File: src/rtl/dac_wr_ctrl.sv
module dac_wr_ctrl #(
  parameter int DATA_W     = 8,
  parameter int SETUP_CYC  = 2,
  parameter int STROBE_CYC = 2,
  parameter int HOLD_CYC   = 1,
  parameter int SETTLE_CYC = 125
) (
  input  logic              clk,
  input  logic              rst_n,
  input  logic              in_valid,
  input  logic [DATA_W-1:0] in_data,
  input  logic              in_signed,
  output logic              ready,
  output logic [DATA_W-1:0] dac_data,
  output logic              dac_le_n
);
  localparam int M1   = (SETUP_CYC > STROBE_CYC) ? SETUP_CYC : STROBE_CYC;
  localparam int M2   = (HOLD_CYC > SETTLE_CYC) ? HOLD_CYC : SETTLE_CYC;
  localparam int MAXC = (M1 > M2) ? M1 : M2;
  localparam int CW   = $clog2(MAXC + 2);

  typedef enum logic [2:0] {S_IDLE, S_SETUP, S_STRB, S_HOLD, S_SETTLE} st_t;

  st_t           st;
  logic [CW-1:0] cnt;
  logic          take;
  logic [DATA_W-1:0] enc;

  assign take = in_valid && ready;
  assign enc  = in_signed ? {~in_data[DATA_W-1], in_data[DATA_W-2:0]} : in_data;

  always_ff @(posedge clk) begin
    if (!rst_n) begin
      st       <= S_IDLE;
      cnt      <= '0;
      ready    <= 1'b1;
      dac_le_n <= 1'b1;
      dac_data <= '0;
    end else begin
      case (st)
        S_IDLE: if (take) begin
          dac_data <= enc;
          ready    <= 1'b0;
          st       <= S_SETUP;
          cnt      <= CW'(SETUP_CYC - 1);
        end
        S_SETUP: if (cnt == '0) begin
          dac_le_n <= 1'b0;
          st       <= S_STRB;
          cnt      <= CW'(STROBE_CYC - 1);
        end else cnt <= cnt - 1'b1;
        S_STRB: if (cnt == '0) begin
          dac_le_n <= 1'b1;
          st       <= S_HOLD;
          cnt      <= CW'(HOLD_CYC - 1);
        end else cnt <= cnt - 1'b1;
        S_HOLD: if (cnt == '0) begin
          st  <= S_SETTLE;
          cnt <= CW'(SETTLE_CYC - 1);
        end else cnt <= cnt - 1'b1;
        S_SETTLE: if (cnt == '0) begin
          st    <= S_IDLE;
          ready <= 1'b1;
        end else cnt <= cnt - 1'b1;
        default: st <= S_IDLE;
      endcase
    end
  end

  logic [CW-1:0] lo_len, since_acc;
  always_ff @(posedge clk) begin
    if (!rst_n) begin
      lo_len    <= '0;
      since_acc <= '1;
    end else begin
      lo_len    <= dac_le_n ? '0 : lo_len + 1'b1;
      since_acc <= take ? '0 : ((since_acc == '1) ? since_acc : since_acc + 1'b1);
    end
  end


  accept_drops_ready_chk: assert property (@(posedge clk) disable iff (!rst_n)
    take |=> !ready);

  bus_stable_busy_chk: assert property (@(posedge clk) disable iff (!rst_n)
    !ready |=> $stable(dac_data));

  bus_stable_hold_chk: assert property (@(posedge clk) disable iff (!rst_n)
    $rose(dac_le_n) |-> $stable(dac_data));

  setup_len_chk: assert property (@(posedge clk) disable iff (!rst_n)
    $fell(dac_le_n) |-> (since_acc == CW'(SETUP_CYC)));

  strobe_len_chk: assert property (@(posedge clk) disable iff (!rst_n)
    $rose(dac_le_n) |-> (lo_len == CW'(STROBE_CYC)));

  strobe_only_busy_chk: assert property (@(posedge clk) disable iff (!rst_n)
    !dac_le_n |-> !ready);

  ready_back_idle_chk: assert property (@(posedge clk) disable iff (!rst_n)
    $rose(ready) |-> dac_le_n);
endmodule

File: config.mk
export PLATFORM = sky130hd
export DESIGN_NAME = dac_wr_ctrl
export DESIGN_NICKNAME = d
export VERILOG_FILES = /design/src/rtl/dac_wr_ctrl.sv
export SDC_FILE = /design/constraint.sdc
export NUM_CORES = 1
export LEC_CHECK = 0
export ABC_CLOCK_PERIOD_IN_PS = 3800
export BUFFER_PORTS_ARGS = -buffer_cell sky130_fd_sc_hd__buf_2
export CAP_MARGIN = 20
export CORE_MARGIN = 2
export CORE_UTILIZATION = 31
export DETAILED_ROUTE_END_ITERATION = 8
export SLEW_MARGIN = 0
export SYNTH_ARGS = -nofsm -noshare
export SYNTH_HDL_FRONTEND = slang
export SYNTH_SLANG_ARGS = --single-unit
export TNS_END_PERCENT = 100
File: constraint.sdc
create_clock -name clk -period 3.8 [get_ports clk]
set_input_delay 0.38 -clock clk [delete_from_list [all_inputs] [get_ports clk]]
set_output_delay 0.38 -clock clk [all_outputs]
set_load 0.02 [all_outputs]
==> qor.yml, run 1 <==
switching_share_pct: 46.5
areaGrowthSynthToFinish_pct: 17.3
place.gp.congestion: 0.787
worst_hold_path.num_cells: 3
start_kind: "flop"
diodes: 0
worstRegToRegCells: 7
rows: 21
max_cap_violations: 0
cts_sinks: 20
drtIter0Drc: 19
io-pin-count: 22
clkSlewWorstSetupHoldPaths_ps: 120
netlist_instances: 130
design_area_um2: 1250
p_comb_share_pct: 55.2
placed_area_um2: 1200
period_needed_ps: 2220
worst_clock_skew_ps: 2.85
synth_compound_area_share_pct: 24.1
vias_per_cell: 5.16
cts_root_buffer: "clkbuf_4"
hp-class: "in2reg"
die_w_um: 62.6
cts_setup_buffers: 0
grt_use_total_pct: 12.9
wl_met1_um: 1190
dieHeight_um: 62.6
synth-simple-area-share_pct: 29.3
muxShareOfSynthArea_pct: 1.06
dpl.hpwl_um: 1850
tightest_slew_ps: 528
power_switching_mw: 0.556
synth-edff-count: 0
coreArea_um2: 3310
drcViolationCount: 0
dr.pass1.iters: 5
synth.area.top_cells: "dfxtp_1, nand2_1, a21oi_1"
synth_top_family_by_area: "simple AND/OR/NAND/NOR gates"
internal_power_mw: 0.641
report.final.slew_viol_count: 0
grt_pass1_vias: 870
dr_wl_met3_um: 33
fin_tns_setup_ps: 0
critical_path_required_ps: 4010
top_layer: "met4"
antenna_found_initial: 0
drive_gt1_share_pct: 22.1
cts_buffers: 3
wl_um: 2520
cts_tree: "done"
worstPathArrival_ps: 2430
io_buffers: 21
initial_core_util_pct: 32.2
status: "complete, no violations"
vias: 1006
dr_wl_met2_um: 1230
final_nets: 163
cts_resized: 0
seq_power_share_pct: 30.0
wl_per_cell_um: 12.9
grt_max_degree: 17
synth-xor-area-share_pct: 2.46
slew_headroom_pct: 64.6
h-tree-depth: 1
p_leak_nw: 0.531
finalCritPeriodShare_pct: 58.4
rsz0062_at_grt: "false"
yosys_warnings: 0
peakVddDrop_mv: 0.299
synth_top_area_share_pct: 37.6
grt.overflow.total: 0
path_class: "reg2reg"
dp_cells: 191
synthArstFlopShare_pct: 0
setup_violations: 0
final_antenna_net_count: 0
hold_viol: 0
ctsHoldBuffers: 0
end_kind: "flop"
fmax_mhz: 451
synthAdderAreaFrac_pct: 1.17
synthFlopType: "dfxtp_1"
avgSynthCellArea_um2: 8.20
clock_latency_ps: 310
dieArea_um2: 3920
synth.distinct_cells: 46
syn_nets: 143
grt_pass1_wl_um: 4060
final_cells: 195
final_util_pct: 37.8
cts_max_path_buffers: 2
fill_cells: 368
syn_area_um2: 1070
synth_area_leader_cell: "dfxtp_1"
crit_fanout: 7
ys_ff_latch: 20
ys_seq_area_share_pct: 37.6
power.density_nw_per_um2: 957
clkPwrFrac_pct: 14.8
## synthesized netlist by cell type (all sizes together), types with 2 or more instances
master / n
a211oi: 3
a21o: 2
a21oi: 12
a31oi: 2
and3: 4
buf: 2
clkbuf: 4
dfxtp: 20
inv: 4
nand2: 25
nand3: 2
nor2: 9
nor3: 3
nor4: 3
o21ai: 5
o311ai: 2
o31ai: 2
or2: 3
xor2: 2
## worst paths after layout
check	from	end	slack (ps)
min	in_data[6]	dac_data[6]	290
max	cnt[0]	cnt[2]	1580
max reg2reg	cnt[0]	cnt[2]	1580
min reg2reg	dac_data[3]	dac_data[3]	460
## kinds of logic after synthesis
kind of cell	Yosys count
flops	20
xor+xnor	3
compound gates	37
mux	1
buf+inv	10
fa+ha+maj	1
simple gates	58
## power groups by stage
stage	Clock, mW	Combinational, mW	Sequential [mW]
3_5_place_dp	0	0.660	0.363
2_1_floorplan	0	0.527	0.367
4_1_cts	0.184	0.663	0.358
6_report	0.177	0.661	0.359
3_3_place_gp	0	0.655	0.358
5_1_grt	0.189	0.722	0.371
## sequential cells by signal, indices dropped and copies added, names as in the netlist
name,flops
cnt,7
ready,1
st,3
dac_data,8
dac_le_n,1
## metrics by stage
step	worst slack [ps]	hold slack, ps	total power [mW]
floorplan	1870	442	0.894
global placement	1680	441	1.01
detailed placement	1600	450	1.02
CTS	1580	284	1.21
global route	1460	289	1.28
finish	1580	293	1.20
## worst max-delay path, stage by stage, from the launching register on
cell and delay, ps:
dfxtp_1 380, inv_1 110, ha_1 180, or3b_1 550, a211oi_4 330, nor4b_2 120, and3b_1 210, a221o_1 250
## layout make-up
type | count | area, um^2 | share of cell area, %
clock buffers | 3 | 22.5 | 1.80
multi-input cells | 100 | 619 | 49.5
clock inverters | 1 | 30.0 | 2.40
repair buffers | 21 | 105 | 8.41
inverters | 4 | 15.0 | 1.20
well taps | 46 | 57.6 | 4.60
flip-flops and latches | 20 | 400 | 32.0
## layer usage
layer  global-route usage [%]  vias up
met3                    0.541        4
met1                     16.5      478
met4                     9.17        0
met2                     21.0       16
met5                        0        -
li1                         -      508
## cell usage in the layout (no fill, tap or decap), drive strengths merged, types with 3 or more instances in the layout
cell type,n
or2,3
nor2,9
buf,21
nor4,3
clkbuf,3
dfxtp,20
nand2,25
and3,4
a211oi,3
a21oi,12
o21ai,5
inv,4
nor3,3
(Power assumes the default switching activity.)
==> run 2, diff against run 1 <==
- ABC_CLOCK_PERIOD_IN_PS: 3800 -> 2330
- clock period: 3.8 -> 2.33 ns (I/O delays scaled with it)
==> run 2 against run 1 <==
Via count shrank 1.1%. Global-route usage unchanged. Cell area rose by 0.20%. Hold slack worse by 150 ps. Critical path type unchanged.
==> qor.yml, run 2 (synthesized netlist as in run 1, its figures left out) <==
holdWs_ps: 147  # was 293 ps
busiest_layer: "met2"  # unchanged
switching_share_pct: 46.0  # was 46.5%
dieArea_um2: 3920  # unchanged
end_kind: "flop"  # unchanged
report.final.slew_viol_count: 0  # unchanged
dr.pass1.iters: 4  # was 5
ctsHoldBuffers: 0  # unchanged
crit_family: "simple AND/OR/NAND/NOR gates"  # unchanged
vias_per_cell: 5.10  # was 5.16
coreArea_um2: 3310  # unchanged
worstPathCellList: "inv_1 > ha_1 > or3b_4 > nor2_8 > mux2_2 > o221ai_1 > and3_1"  # was inv_1 > ha_1 > or3b_1 > a211oi_4 > nor4b_2 > and3b_1 > a221o_1
rows: 21  # unchanged
rsz0062_at_grt: "false"  # unchanged
met2_usage_pct: 21.0  # unchanged
clkSlewWorstSetupHoldPaths_ps: 120  # about the same
cts_tree: "done"  # unchanged
clock_latency_ps: 310  # about the same
cts_sinks: 20  # unchanged
path_class: "reg2reg"  # unchanged
final_antenna_net_count: 0  # unchanged
die_w_um: 62.6  # unchanged
crit_start: "cnt[0]"  # unchanged
fill_cells: 369  # was 368
reg2reg_from: "cnt[0]"  # unchanged
seq_power_share_pct: 29.7  # was 30.0%
cp_num_buf_inv: 1  # unchanged
power.density_nw_per_um2: 1570  # was 957 nW/um^2
setup_violations: 0  # unchanged
clkPwrFrac_pct: 14.6  # was 14.8%
hp-class: "in2reg"  # unchanged
p_comb_share_pct: 55.7  # was 55.2%
cts_buffers: 3  # unchanged
worst_clock_skew_ps: 2.68  # was 2.85 ps
reg_top3: "dac_data: 8 flops, cnt: 7 flops, st: 3 flops"  # unchanged
use_met1_pct: 16.5  # unchanged
io-pin-count: 22  # unchanged
period_needed_ps: 2100  # was 2220 ps
diodes: 0  # unchanged
hold_viol: 0  # unchanged
dieHeight_um: 62.6  # unchanged
areaGrowthSynthToFinish_pct: 17.5  # was 17.3%
critPathMaxStageDelay_ps: 470  # was 550 ps
wl_um: 2510  # was 2520 um
largest_register_ffs: 8  # unchanged
status: "complete, no violations"  # unchanged
finalCritPeriodShare_pct: 90.1  # was 58.4%
tightest_slew_ps: 528  # about the same
grt_use_total_pct: 12.9  # unchanged
grt_max_degree: 17  # unchanged
drive_gt1_share_pct: 22.8  # was 22.1%
met3_usage_pct: 0.541  # unchanged
layout_commonest_cell: "nand2_1"  # unchanged
cts_max_path_buffers: 2  # unchanged
peakVddDrop_mv: 0.501  # was 0.299 mV
slew_headroom_pct: 64.6  # about the same
p_leak_nw: 0.530  # was 0.531 nW
io_buffers: 21  # unchanged
initial_core_util_pct: 32.2  # unchanged
grt_pass1_vias: 870  # unchanged
h-tree-depth: 1  # unchanged
p_total_mw: 1.97  # was 1.20 mW
antenna_found_initial: 0  # unchanged
final_nets: 163  # unchanged
drcViolationCount: 0  # unchanged
critical_path_required_ps: 2590  # was 4010 ps
layout_common_cells: "nand2_1, buf_2, dfxtp_1, a21oi_1, nor2_1"  # unchanged
start_kind: "flop"  # unchanged
vias: 995  # was 1006
max_cap_violations: 0  # unchanged
hp-start: "in_data[6]"  # unchanged
dpl.hpwl_um: 1850  # unchanged
crit_fanout: 10  # was 7
critPathSlowestCell: "or3b_4"  # was or3b_1
worstPathArrival_ps: 2360  # was 2430 ps
grt_pass1_wl_um: 4060  # unchanged
fmax_mhz: 476  # was 451 MHz
fin_tns_setup_ps: 0  # unchanged
place.gp.congestion: 0.787  # unchanged
internal_power_mw: 1.06  # was 0.641 mW
cts_root_buffer: "clkbuf_4"  # unchanged
drtIter0Drc: 19  # unchanged
grt.overflow.total: 0  # unchanged
power_switching_mw: 0.907  # was 0.556 mW
wl_per_cell_um: 12.9  # about the same
top_register: "dac_data"  # unchanged
[run 2: what timing repair did]
item	CTS	global route
buffers inserted	0	0
gates resized for setup	0	1
endpoints found under the setup margin	0	3
[run 2: per-stage QoR]
step | cell area, um^2 | setup slack, ps | utilization [%] | instances
6_report | 1250 | 230 | 37.8 | 195
5_1_grt | 1250 | 124 | 37.8 | 195
4_1_cts | 1250 | 106 | 37.8 | 195
3_5_place_dp | 1200 | 129 | 36.2 | 191
3_3_place_gp | 1200 | 206 | 36.2 | 191
2_1_floorplan | 1070 | 399 | - | 130
[run 2: metal layers]
| metal | share of wire (%) | vias to the layer above | wire, um |
|---|---|---|---|
| li1 | - | 508 | - |
| met1 | 47 | 470 | 1190 |
| met2 | 48 | 13 | 1210 |
| met3 | 1.7 | 4 | 42 |
| met4 | 2.6 | 0 | 65 |
| met5 | 0 | - | 0 |
[run 2: worst reg2reg max path: stages (launching register included)]
cell	delay (ps)
dfxtp_1	380
inv_1	120
ha_1	180
or3b_4	470
nor2_8	220
mux2_2	360
o221ai_1	170
and3_1	170
[run 2: layout make-up]
type / count / area [um^2] / area share [%]
Multi-Input combinational cell: 100 / 622 / 49.7
Sequential cell: 20 / 400 / 32.0
Timing Repair Buffer: 21 / 105 / 8.39
Tap cell: 46 / 57.6 / 4.60
Clock inverter: 1 / 30.0 / 2.40
Clock buffer: 3 / 22.5 / 1.80
Inverter: 4 / 15.0 / 1.20
[run 2: power by group through the flow]
stage	combinational, mW	clock (mW)	sequential [mW]
after floorplan	0.859	0	0.599
after global placement	1.07	0	0.584
after detailed placement	1.08	0	0.593
after CTS	1.08	0.299	0.585
after global routing	1.20	0.309	0.607
final	1.10	0.288	0.585
[run 2: final timing paths]
| check | endpoint | slack (ps) | cells after the start |
|---|---|---|---|
| worst max-delay path | cnt[0] | 230 | 7 |
| worst max register to register | cnt[0] | 230 | 7 |
| worst min register to register | dac_data[3] | 460 | 2 |
| worst min-delay path | dac_data[6] | 150 | 3 |
